**src/rtl/shut_seq_pkg.sv**
```systemverilog
package shut_seq_pkg;
   localparam int FRM_W  = 8;
   localparam int LVAL_W = 10;

   localparam logic [1:0] SM_COMBINED = 2'b01;
   localparam logic [1:0] SM_HOLDOFF  = 2'b11;

   typedef struct packed {
      logic              rec;
      logic [1:0]        mode;
      logic [FRM_W-1:0]  frames;
      logic [LVAL_W-1:0] line;
      logic              expose;
   } shut_cfg_t;
endpackage

```
**src/rtl/shut_line_tracker.sv**
```systemverilog
module shut_line_tracker #(
   parameter int LINES     = 525,
   parameter int FIELD_DLY = 96,
   localparam int LINE_W   = $clog2(LINES),
   localparam int DLY_W    = (FIELD_DLY > 1) ? $clog2(FIELD_DLY + 1) : 1
) (
   input  logic              clk,
   input  logic              rst_n,
   input  logic              vs,
   input  logic              hs,
   input  logic              hs_lvl,
   output logic [LINE_W-1:0] line_cnt,
   output logic              field_even
);
   localparam logic [LINE_W-1:0] LAST = LINE_W'(LINES - 1);

   always_ff @(posedge clk or negedge rst_n) begin
      if (!rst_n)
         line_cnt <= LAST;
      else if (vs)
         line_cnt <= '0;
      else if (hs && line_cnt != LAST)
         line_cnt <= line_cnt + 1'b1;
   end

   generate
      if (FIELD_DLY == 0) begin : g_direct
         always_ff @(posedge clk or negedge rst_n) begin
            if (!rst_n)  field_even <= 1'b0;
            else if (vs) field_even <= hs_lvl;
         end
      end else begin : g_delayed
         logic [DLY_W-1:0] dly;
         always_ff @(posedge clk or negedge rst_n) begin
            if (!rst_n) begin
               dly        <= '0;
               field_even <= 1'b0;
            end else if (vs) begin
               dly <= DLY_W'(FIELD_DLY);
            end else if (dly != '0) begin
               dly <= dly - 1'b1;
               if (dly == DLY_W'(1)) field_even <= hs_lvl;
            end
         end
      end
   endgenerate
endmodule

```
**src/rtl/shut_cfg_reg.sv**
```systemverilog
module shut_cfg_reg
   import shut_seq_pkg::*;
#(
   parameter int REC_MAX = 'h20C,
   parameter int MON_MIN = 'h107
) (
   input  logic      clk,
   input  logic      rst_n,
   input  logic      load,
   input  logic      busy,
   input  shut_cfg_t nxt,
   output shut_cfg_t act
);
   logic line_ok;

   always_comb begin
      if (nxt.rec)
         line_ok = (nxt.line <= LVAL_W'(REC_MAX));
      else
         line_ok = (nxt.line >= LVAL_W'(MON_MIN)) && (nxt.line <= LVAL_W'(REC_MAX));
   end

   always_ff @(posedge clk or negedge rst_n) begin
      if (!rst_n)
         act <= '0;
      else if (load && !busy && line_ok)
         act <= nxt;
   end
endmodule

```
**src/rtl/shut_frame_ctrl.sv**
```systemverilog
module shut_frame_ctrl
   import shut_seq_pkg::*;
#(
   parameter int LINE_W  = 10,
   parameter int READOUT = 9
) (
   input  logic              clk,
   input  logic              rst_n,
   input  logic              vs,
   input  logic              hs,
   input  logic [LINE_W-1:0] line_cnt,
   input  logic [1:0]        mode,
   input  logic [FRM_W-1:0]  frames,
   output logic              readout_now,
   output logic              rd_seen,
   output logic              busy
);
   logic [FRM_W-1:0] hold;
   logic             skip_frame;
   logic             frame_sup;

   assign readout_now = (line_cnt == LINE_W'(READOUT)) && !skip_frame && !frame_sup;
   assign busy        = (hold != '0) || skip_frame;

   always_ff @(posedge clk or negedge rst_n) begin
      if (!rst_n) begin
         hold       <= '0;
         skip_frame <= 1'b0;
         frame_sup  <= 1'b0;
         rd_seen    <= 1'b0;
      end else if (vs) begin
         rd_seen   <= 1'b0;
         frame_sup <= (mode == SM_HOLDOFF);
         if (hold != '0) begin
            skip_frame <= 1'b1;
            hold       <= hold - 1'b1;
         end else begin
            skip_frame <= 1'b0;
         end
      end else if (hs && readout_now) begin
         rd_seen <= 1'b1;
         hold    <= (mode == SM_COMBINED) ? frames : '0;
      end
   end
endmodule

```
**src/rtl/shut_seq_top.sv**
```systemverilog
module shut_seq_top
   import shut_seq_pkg::*;
#(
   parameter int LINES     = 525,
   parameter int READOUT   = 9,
   parameter int FIELD_DLY = 96,
   parameter int REC_MAX   = 'h20C,
   parameter int MON_MIN   = 'h107
) (
   input  logic              clk,
   input  logic              rst_n,
   input  logic              vsync_fall,
   input  logic              hsync_fall,
   input  logic              hsync_lvl,
   input  logic              cfg_load,
   input  logic              cfg_rec,
   input  logic [1:0]        cfg_mode,
   input  logic [FRM_W-1:0]  cfg_frames,
   input  logic [LVAL_W-1:0] cfg_line,
   input  logic              cfg_expose,
   output logic              xsub_en,
   output logic              readout_line,
   output logic              field_even,
   output logic              wen_window,
   output logic              busy
);
   localparam int LINE_W  = $clog2(LINES);
   localparam int CW      = ((LINE_W > LVAL_W) ? LINE_W : LVAL_W) + 1;
   localparam int MON_OFS = MON_MIN - 1;

   generate
      if (READOUT < 1 || READOUT >= LINES - 1) begin : g_bad_readout
         $error("READOUT must lie inside the frame");
      end
      if (REC_MAX >= (1 << LVAL_W) || MON_MIN > REC_MAX || MON_MIN < 1) begin : g_bad_range
         $error("line value range does not fit the field width");
      end
   endgenerate

   shut_cfg_t         nxt, act;
   logic [LINE_W-1:0] line_cnt;
   logic              rd_seen;
   logic [CW-1:0]     past, win;

   assign nxt = '{rec: cfg_rec, mode: cfg_mode, frames: cfg_frames,
                  line: cfg_line, expose: cfg_expose};

   shut_line_tracker #(.LINES(LINES), .FIELD_DLY(FIELD_DLY)) i_track (
      .clk(clk), .rst_n(rst_n), .vs(vsync_fall), .hs(hsync_fall),
      .hs_lvl(hsync_lvl), .line_cnt(line_cnt), .field_even(field_even));

   shut_cfg_reg #(.REC_MAX(REC_MAX), .MON_MIN(MON_MIN)) i_cfg (
      .clk(clk), .rst_n(rst_n), .load(cfg_load), .busy(busy),
      .nxt(nxt), .act(act));

   shut_frame_ctrl #(.LINE_W(LINE_W), .READOUT(READOUT)) i_frame (
      .clk(clk), .rst_n(rst_n), .vs(vsync_fall), .hs(hsync_fall),
      .line_cnt(line_cnt), .mode(act.mode), .frames(act.frames),
      .readout_now(readout_line), .rd_seen(rd_seen), .busy(busy));

   // lines elapsed since readout and the discharge window end in the same units
   always_comb begin
      past = CW'(line_cnt) - CW'(READOUT);
      if (act.rec)
         win = CW'(act.line);
      else
         win = CW'(act.line) - CW'(MON_OFS) + CW'(field_even);
   end

   assign xsub_en    = rd_seen && (((act.mode == SM_COMBINED) && (past <= win)) ||
                                   (act.expose && (past == CW'(1))));
   assign wen_window = rd_seen;
endmodule

```
**config.mk**
```make
export PLATFORM = sky130hd
export DESIGN_NAME = shut_seq_top
export DESIGN_NICKNAME = d
export VERILOG_FILES = /design/src/rtl/shut_seq_pkg.sv /design/src/rtl/shut_line_tracker.sv /design/src/rtl/shut_cfg_reg.sv /design/src/rtl/shut_frame_ctrl.sv /design/src/rtl/shut_seq_top.sv
export SDC_FILE = /design/constraint.sdc
export NUM_CORES = 1
export LEC_CHECK = 0
export ABC_AREA = 1
export BUFFER_PORTS_ARGS = -buffer_cell sky130_fd_sc_hd__buf_2
export CAP_MARGIN = 20
export CORE_UTILIZATION = 45
export DETAILED_ROUTE_END_ITERATION = 12
export SYNTH_ARGS = -nofsm -noshare
export SYNTH_HDL_FRONTEND = slang
export SYNTH_SLANG_ARGS = --single-unit
```
**constraint.sdc**
```tcl
create_clock -name clk -period 3.9 [get_ports clk]
set_clock_uncertainty 0.05 [all_clocks]
set_input_delay 0.39 -clock clk [delete_from_list [all_inputs] [get_ports clk]]
set_output_delay 0.39 -clock clk [all_outputs]
set_load 0.02 [all_outputs]
```
==> out/results.txt, run 1 <==
Largest area contributor in the netlist: dfrtp_1
Share of total power in the clock network: 17.0%
Post-synth EDFFs: 0
Die Y: 88.5 um
Finished Layout Cells: 604
Sequential Power Share: 40.1%
Startpoint types: flip-flop
Pre-Repair DR Iteration Count: 4
Hold buffer count at cts: 0
Max_cap viols: 0
Post-Synth XOR/XNOR Area: 2.86%
Worst-Margin Slew: 0.981 ns
Final nets: 553
Post-CTS Resized: 0
Metal-1 WL: 3790 um
Syn_area_per_cell: 7.10 sq um
Sequential fraction of the synthesis area: 38.0%
WS Path Type: reg -> out
CTS Buf Count: 5
Combinational Power Share: 42.9%
Final Hold Fails: 0
RSZ-0062 raised after global routing: no
Sw Share: 40.5%
Area share of fa/ha/maj cells after synthesis: 7.80%
Initial antenna violation count: 0
Peak Freq: 303 MHz
Synth Warn #: 0
Final min period: 3.30 ns
Io pins: 33
CP required: 3.46 ns
Top-area cell type share of the netlist area: 35.6%
Synth cell count leaders: nand2_1, o21ai_0, inv_1
First-pass GRT wire length: 12,800 um
# clock sinks: 51
Gr ovfl total: 0
Max clock buf depth: 2
Post-route ant nets: 0
Synth Area in Compound Gates: 11.2%
Routed Wire Length: 7320 um
Metal2 WL: 3210 um
Max Used Layer: met4
Peak VDD IR: 215 uV
Ys flop type: dfrtp_1
Ys async rst share: 100%
IO Port Bufs: 32
Initial drt markers: 90
Most numerous cell in the Yosys netlist: nand2_1
DR vias/cell: 4.95
Slew headroom: 34.6%
Htree depth: 2
Status: complete, no violations
Row cnt: 31
Root Driver: clkbuf_8
Leak Pwr: 1.92 nW
Crit share post-route: 84.5%
Largest net degree at the start of global routing: 52
Internal power: 1.12 mW
Simple-Gate Fraction of Synth Area: 31.6%
Max FO, Critical Path: 3
Inst Count DP: 596
Setup repair bufs after CTS: 0
Placed cell areas: 3600 sq um
Layout cells sized above 1: 11.1%
Die footprint: 7840 sq um
N_diodes: 0
Mapped Nets: 524
Reg clk slew, reported paths: 0.09 ns
Slew Limit Fails: 0
Hold crit path type: in -> async
Design area: 3700 sq um
Post-Synthesis Cell Area: 3370 sq um
Worst reg2reg path depth: 10
Vias: 2,990
Vias in the first global route: 2,771
Sw power: 0.761 mW
Chip width: 88.5 um
WL per Instance: 12.1 um
Unique masters post-synth: 34
CP Data Arrival Time: 2.86 ns
Pwr/cell area: 508 nW/um^2
Synth Register Bits: 51
Detailed-route DRC error count: 0
Mux share of post-synthesis cell area: 0%
Met3 wire length: 195 um
Area grow syn2layout: 9.76%
Setup_tns: 0 ns
CP Capture Type: output pin
Placer Congestion: 0.884
TritonCTS clock tree: done
Clock Latency Late Sink: 0.30 ns
Top cells by area, synth: dfrtp_1, nand2_1, o21ai_0, ha_1, inv_1
Starting Density: 46.5%
Setup-failing EPs final: 0
Cell count after synthesis: 475
Dpl hpwl: 5520 um
Final core occ: 51.0%
Core area: 7250 sq um
GRT Total Usage: 20.9%
Main combinational cell family by area after synthesis: simple AND/OR/NAND/NOR gates
power by group through the flow:
stage	Clock (mW)	Sequential (mW)	Combinational, mW
3_5_place_dp	0	0.765	0.805
3_3_place_gp	0	0.761	0.784
2_1_floorplan	0	0.733	0.645
4_1_cts	0.334	0.754	0.810
6_report	0.320	0.754	0.808
5_1_grt	0.364	0.774	0.959
area by class of cell:
class                   count  area (sq um)
fillers                   738          3550
multi-input cells         353          1800
flip-flops and latches     51          1280
inverters                  59           221
repair buffers             34           175
well taps                  99           124
clock buffers               7          86.3
clock inverters             1          8.76
cell families after synthesis:
kind of cell             count (synthesis)
AND/OR/NAND/NOR                        248
AO/OA/AOI/OAI                           73
buffers and inverters                   71
flip-flops                              51
adder cells (fa/ha/maj)                 21
XOR/XNOR                                11
layer usage:
metal | GRT usage, % | up-vias
met2 | 33.8 | 52
met5 | 0 | -
li1 | - | 1574
met3 | 2.80 | 11
met4 | 5.87 | 0
met1 | 29.3 | 1353
sequential cells by signal, summed over array words and instances (netlist names):
signal,cells
i_frame.hold,8
i_track.g_delayed.dly,7
i_track.field_even,1
i_frame.skip_frame,1
i_cfg.act,22
i_frame.frame_sup,1
i_frame.rd_seen,1
i_track.line_cnt,10
per-stage QoR:
step	worst slack (ns)	hold WS, ns	power (mW)
after floorplan	0.981	0.0444	1.38
after global placement	0.947	0.432	1.54
after detailed placement	0.919	0.445	1.57
after CTS	0.571	0.175	1.90
after global routing	0.223	0.216	2.10
final	0.605	0.151	1.88
path summary, 6_finish.rpt:
| kind | startpoint | to | slack, ns |
|---|---|---|---|
| worst max-delay path | i_track.field_even$_DFFE_PN0P_ | xsub_en | 0.60 |
| worst min-delay path | rst_n | i_track.g_delayed.dly[0]$_DFFE_PN0P_ | 0.15 |
| worst max register to register | i_frame.hold[0]$_DFFE_PN0P_ | i_cfg.act[0]$_DFFE_PN0P_ | 1.66 |
| worst min register to register | i_cfg.act[13]$_DFFE_PN0P_ | i_cfg.act[13]$_DFFE_PN0P_ | 0.46 |
| max in group asynchronous | rst_n | i_cfg.act[18]$_DFFE_PN0P_ | 3.21 |
| min in group clk | cfg_frames[2] | i_cfg.act[13]$_DFFE_PN0P_ | 0.23 |
worst max-delay path, stage by stage (launching register included):
cell	delay (ns)
dfrtp_1	0.41
ha_1	0.21
inv_1	0.05
ha_1	0.16
nor2_1	0.06
nor2_1	0.13
nand2_1	0.08
a211o_1	0.28
ha_1	0.30
nand2_1	0.08
nor2_1	0.07
and2_1	0.13
nand2_1	0.05
nand3_1	0.06
nand2_1	0.06
nand2_1	0.05
a21oi_1	0.19
buf_2	0.19
cell usage in the layout (no fill, tap or decap), drive strengths merged, types with 2 or more instances in the layout:
cell type,count
a21oi,10
xnor2,4
nor4,2
xor2,7
clkbuf,7
and2,2
dfstp,3
nand3,36
nor3,6
ha,21
o21ai,59
nor2,47
nand3b,2
dfrtp,48
buf,34
nand4,7
inv,59
nand2,145
No activity file was read; power rests on OpenSTA's default activity.
==> inputs of run 2 (changes only) <==
--- a/config.mk
+++ b/config.mk
@@ -10,6 +10,7 @@
 export CAP_MARGIN = 20
 export CORE_UTILIZATION = 45
 export DETAILED_ROUTE_END_ITERATION = 12
+export PLACE_DENSITY = 0.66
 export SYNTH_ARGS = -nofsm -noshare
 export SYNTH_HDL_FRONTEND = slang
 export SYNTH_SLANG_ARGS = --single-unit
==> constraint.sdc (replaced) <==
create_clock -name clk -period 2.9 [get_ports clk]
set_clock_uncertainty 0.05 [all_clocks]
set_input_delay 0.29 -clock clk [delete_from_list [all_inputs] [get_ports clk]]
set_output_delay 0.29 -clock clk [all_outputs]
set_load 0.02 [all_outputs]
==> out/results.txt, run 2 (synthesis results as in run 1) <==
WL per Instance: 12.6 um
Inst Count DP: 602
Routed Wire Length: 7770 um
Largest register by flop count: i_cfg.act
CP delay by family, top: compound AO/OA/AOI/OAI gates
Starting Density: 46.5%
Peak Freq: 331 MHz
Slew headroom: 66.4%
Status: complete, but fails checks
Largest net degree at the start of global routing: 32
Most Frequent Cell on Critical Path: nand2_1
Crit path launch: i_track.field_even$_DFFE_PN0P_
Vias in the first global route: 3,024
CP Cell Sequence: ha_2 -> inv_2 -> ha_4 -> nor2_4 -> nor2_2 -> nand2_1 -> a211o_1 -> ha_4 -> a21o_1 -> nor2_2 -> nand3_2 -> nand2_1 -> nand2_1 -> a21oi_2 -> buf_6
CP bufs+invs: 2
Multi-input logic area: 1910 sq um
Vias: 3,063
Final min period: 3.02 ns
IO Port Bufs: 32
Placer Congestion: 0.868
Io pins: 33
GRT Total Usage: 22.1%
Final nets: 564
Crit share post-route: 104%
Worst-Margin Slew: 0.505 ns
Gr ovfl total: 0
Chip width: 88.5 um
Die footprint: 7840 sq um
Row cnt: 31
CP Data Arrival Time: 2.68 ns
Max reg flops: 22
N_diodes: 0
Slowest CP cell: dfrtp_1
Core area: 7250 sq um
Reg2reg start: i_frame.hold[0]$_DFFE_PN0P_
Commonest non-fill, non-tap cell in the layout: nand2_1
Hold crit path type: in -> reg
HP Start: cfg_expose
Worst reg2reg path depth: 10
First-pass GRT wire length: 13,400 um
Setup-failing EPs final: 1
Slew Limit Fails: 0
Peak VDD IR: 329 uV
Largest registers: i_cfg.act (22), i_track.line_cnt (10), i_frame.hold (8)
Sequential cell area: 1280 sq um
Post-route ant nets: 0
Root Driver: clkbuf_8
Worst R2R End: i_cfg.act[11]$_DFFE_PN0P_
WP depth: 15
Max clock buf depth: 2
Initial drt markers: 150
CP required: 2.56 ns
Slowest cell delay on critical path: 0.40 ns
TritonCTS clock tree: done
Startpoint types: flip-flop
Initial antenna violation count: 0
WS Path Type: reg -> out
Max_cap viols: 0
Pwr/cell area: 721 nW/um^2
Finished Layout Cells: 615
CP endpoint: xsub_en
Layout cells sized above 1: 17.2%
RSZ-0062 raised after global routing: yes
Reg clk slew, reported paths: 0.09 ns
Fill count: 722
Clock Latency Late Sink: 0.31 ns
DR vias/cell: 4.98
Pre-Repair DR Iteration Count: 4
# clock sinks: 51
Area grow syn2layout: 16.0%
Violated checks: setup timing
Most frequent cells in the layout: nand2_1, inv_1, o21ai_0
Setup_tns: -0.117 ns
CP Capture Type: output pin
Setup ws final: -0.117 ns
Leak Pwr: 2.00 nW
Dpl hpwl: 5850 um
Max FO, Critical Path: 2
FF-to-FF setup slack: 0.73 ns
Final core occ: 53.9%
Htree depth: 2
Die Y: 88.5 um
Final Hold Fails: 0
CTS Buf Count: 5
Detailed-route DRC error count: 0
Fin Hold WS: 0.123 ns
-- run 2: cell types whose count changed in the layout (fill, tap and decap cells not counted), sizes merged --
cell / delta
buf: +10
bufinv: +1
dlygate4sd3: +1
clkbuf: -2
clkinv: +1
-- run 2: per-layer routing --
metal / routed length, um / track usage, %
met5: 0 / 0
met4: 153 / 8.21
met3: 210 / 3.73
met2: 3560 / 35.8
met1: 3840 / 29.7
-- run 2: timing repair --
action / in CTS / in global routing
gates resized for setup: 17 / 14
buffers inserted: 1 / 3
pin swaps: 12 / 15
endpoints found under the setup margin: 1 / 1
hold endpoints to repair: 8 / 0
hold buffers: 1 / 0
-- run 2: final cells by class --
cell class                 instances  share of cell area (%)
clock buffer                       5                    1.76
clock inverter                     3                    1.12
inverter                          59                    5.66
multi-input combinational        353                    48.8
sequential                        51                    32.7
tap                               99                    3.17
timing repair buffer              45                    6.81
-- run 2: worst register-to-register path, cell delays in order (launching register included) --
cell     delay [ns]
dfrtp_1        0.40
inv_1          0.10
ha_1           0.25
nand3_2        0.12
nor2_2         0.10
nand2_2        0.08
nor2_4         0.14
nand3_4        0.23
nor2_4         0.44
nand2_1        0.11
nand2_1        0.10
-- run 2: power breakdown --
group	total [mW]	internal, mW	leakage [nW]	switching [mW]
Combinational	1.30	0.545	1.28	0.760
Clock	0.508	0.257	0.0581	0.250
Sequential	1.01	0.872	0.658	0.136
-- run 2: worst min-delay path by stage --
stage,to,slack [ns],depth (start not counted)
3_3_place_gp,i_track.line_cnt[4]$_DFFE_PN0P_,0.14,1
2_1_floorplan,i_cfg.act[0]$_DFFE_PN0P_,-0.06,0
4_1_cts,i_cfg.act[16]$_DFFE_PN0P_,0.11,3
3_5_place_dp,i_track.line_cnt[5]$_DFFE_PN0P_,0.14,1
6_report,i_cfg.act[0]$_DFFE_PN0P_,0.12,3
5_1_grt,i_cfg.act[20]$_DFFE_PN0P_,0.12,3
-- run 2: through the flow --
step	power, mW	cell area, sq um	setup slack, ns
2_1_floorplan	1.85	3370	0.0809
3_3_place_gp	2.07	3650	0.0951
3_5_place_dp	2.13	3650	0.0313
4_1_cts	2.76	3850	-0.164
5_1_grt	3.09	3910	-0.266
6_report	2.82	3910	-0.117
==> inputs of run 3 (changes only) <==
--- a/config.mk
+++ b/config.mk
@@ -8,9 +8,10 @@
 export ABC_AREA = 1
 export BUFFER_PORTS_ARGS = -buffer_cell sky130_fd_sc_hd__buf_2
 export CAP_MARGIN = 20
-export CORE_UTILIZATION = 45
+export CORE_UTILIZATION = 60
 export DETAILED_ROUTE_END_ITERATION = 12
-export PLACE_DENSITY = 0.66
+export PLACE_DENSITY = 0.81
 export SYNTH_ARGS = -nofsm -noshare
 export SYNTH_HDL_FRONTEND = slang
 export SYNTH_SLANG_ARGS = --single-unit
+export TNS_END_PERCENT = 100
==> constraint.sdc (replaced) <==
create_clock -name clk -period 3.4 [get_ports clk]
set_clock_uncertainty 0.05 [all_clocks]
set_input_delay 0.34 -clock clk [delete_from_list [all_inputs] [get_ports clk]]
set_output_delay 0.34 -clock clk [all_outputs]
set_load 0.02 [all_outputs]
==> out/results.txt, run 3 (synthesis results as in run 1) <==
Status: complete, no violations
Starting Density: 64.0%
Worst R2R End: i_cfg.act[2]$_DFFE_PN0P_
Pre-Repair DR Iteration Count: 7
Max_cap viols: 0
Fill count: 468
Startpoint types: flip-flop
Area grow syn2layout: 11.0%
Placer Congestion: 0.931
Sequential cell area: 1280 sq um
Largest registers: i_cfg.act (22), i_track.line_cnt (10), i_frame.hold (8)
IO Port Bufs: 32
Hold crit path type: in -> reg
Setup-failing EPs final: 0
Slew Limit Fails: 0
FF-to-FF setup slack: 1.23 ns
Core area: 5270 sq um
Chip width: 77.0 um
WS Path Type: reg -> out
Die Y: 77.0 um
Vias: 3,104
Dpl hpwl: 5640 um
Routed Wire Length: 7580 um
TritonCTS clock tree: done
CP required: 3.01 ns
# clock sinks: 51
Hold Crit Depth: 3
CP Cell Sequence: ha_2 -> inv_1 -> ha_2 -> nor2_1 -> nor2_1 -> nand2_1 -> a211o_1 -> ha_4 -> nand2_2 -> nor2_4 -> and2_4 -> nand2_2 -> nand3_2 -> nand2_1 -> nand2_2 -> a21oi_2 -> buf_4
Root Driver: clkbuf_8
Slowest cell delay on critical path: 0.41 ns
Post-route ant nets: 0
First-pass GRT wire length: 12,600 um
Peak VDD IR: 458 uV
Leak Pwr: 1.93 nW
Worst-Margin Slew: 0.904 ns
Io pins: 33
Layout cells sized above 1: 14.6%
Final Hold Fails: 0
Hold EP: i_cfg.act[12]$_DFFE_PN0P_
Peak Freq: 304 MHz
Pwr/cell area: 615 nW/um^2
Largest register by flop count: i_cfg.act
CP Data Arrival Time: 2.90 ns
Htree depth: 2
Multi-input logic area: 1860 sq um
CP delay by family, top: simple AND/OR/NAND/NOR gates
Crit share post-route: 96.8%
Max reg flops: 22
GRT Total Usage: 26.8%
Commonest non-fill, non-tap cell in the layout: nand2_1
Clock Latency Late Sink: 0.31 ns
Gr ovfl total: 0
DR vias/cell: 5.37
Slowest CP cell: dfrtp_1
Slew headroom: 39.7%
Initial drt markers: 183
N_diodes: 0
Final nets: 556
Max clock buf depth: 2
Final Power: 2.30 mW
Vias in the first global route: 2,764
Initial antenna violation count: 0
Row cnt: 26
Largest net degree at the start of global routing: 31
CP bufs+invs: 2
Max FO, Critical Path: 3
Design area: 3740 sq um
HP Start: cfg_frames[1]
Die footprint: 5920 sq um
Most Frequent Cell on Critical Path: nand2_2
CTS Buf Count: 5
Reg clk slew, reported paths: 0.10 ns
Worst reg2reg path depth: 10
Detailed-route DRC error count: 0
Placed cell areas: 3570 sq um
WL per Instance: 13.1 um
CP Capture Type: output pin
Reg2reg start: i_frame.hold[0]$_DFFE_PN0P_
Final min period: 3.29 ns
Most frequent cells in the layout: nand2_1, o21ai_0, inv_1
[run 3: cell types whose count changed in the layout (fill, tap and decap cells not counted), moves of 2 or more]
| cell | previous run | this run |
|---|---|---|
| nand2_2 | 6 | 4 |
| ha_4 | 3 | 1 |
| nand2_1 | 138 | 141 |
| buf_4 | 12 | 5 |
| nor2_1 | 36 | 38 |
[run 3: worst reg2reg max path: stages (launching register included)]
cell     delay (ns)
dfrtp_1        0.38
inv_1          0.09
ha_1           0.22
nand3_2        0.11
nor2_2         0.11
nand2_2        0.09
nor2_4         0.17
nand3_4        0.24
nor2_4         0.44
nand2_1        0.13
nand2_1        0.09
[run 3: routing by layer]
layer  wire, um  part of all wire, %  global-route usage [%]  up-vias
met5          0                    0                       0        -
met4         51                 0.67                    7.88        0
met3        306                  4.0                    4.17        6
met2       3620                   48                    42.0       82
met1       3600                   47                    38.4     1437
li1           -                    -                       -     1579
[run 3: through the flow]
step / hold WS [ns] / instances / setup TNS, ns / worst slack [ns] / utilization, %
floorplan: -0.00559 / 475 / 0 / 0.531 / -
global placement: 0.285 / 567 / 0 / 0.529 / 67.7
detailed placement: 0.285 / 567 / 0 / 0.382 / 67.7
CTS: 0.175 / 576 / 0 / 0.0125 / 69.6
global route: 0.180 / 578 / -0.00523 / -0.00523 / 71.0
finish: 0.182 / 578 / 0 / 0.108 / 71.0
[run 3: worst max-delay path by stage]
stage	cells after the start	end	slack (ns)	start
floorplan	16	xsub_en	0.53	i_track.field_even$_DFFE_PN0P_
global placement	18	xsub_en	0.53	i_track.field_even$_DFFE_PN0P_
detailed placement	18	xsub_en	0.38	i_track.field_even$_DFFE_PN0P_
CTS	17	xsub_en	0.01	i_track.field_even$_DFFE_PN0P_
global route	17	xsub_en	-0.005	i_track.field_even$_DFFE_PN0P_
finish	17	xsub_en	0.11	i_track.field_even$_DFFE_PN0P_
[run 3: layout make-up]
cell class	count	area share (%)
inverters	59	5.92
multi-input cells	353	49.7
clock inverters	2	0.435
clock buffers	6	1.94
repair buffers	37	5.42
well taps	70	2.34
flip-flops and latches	51	34.2
[run 3: where the power goes]
| group | internal [mW] | switching (mW) | total [mW] |
|---|---|---|---|
| sequential | 0.743 | 0.129 | 0.872 |
| clock | 0.149 | 0.223 | 0.371 |
| combinational | 0.429 | 0.627 | 1.06 |
[run 3: timing repair]
action                                 in CTS  in global routing
buffers inserted                            0                  2
resized for setup                           0                 20
hold buffers                                1                  0
setup endpoints to repair                   0                  1
endpoints found under the hold margin      19                  0
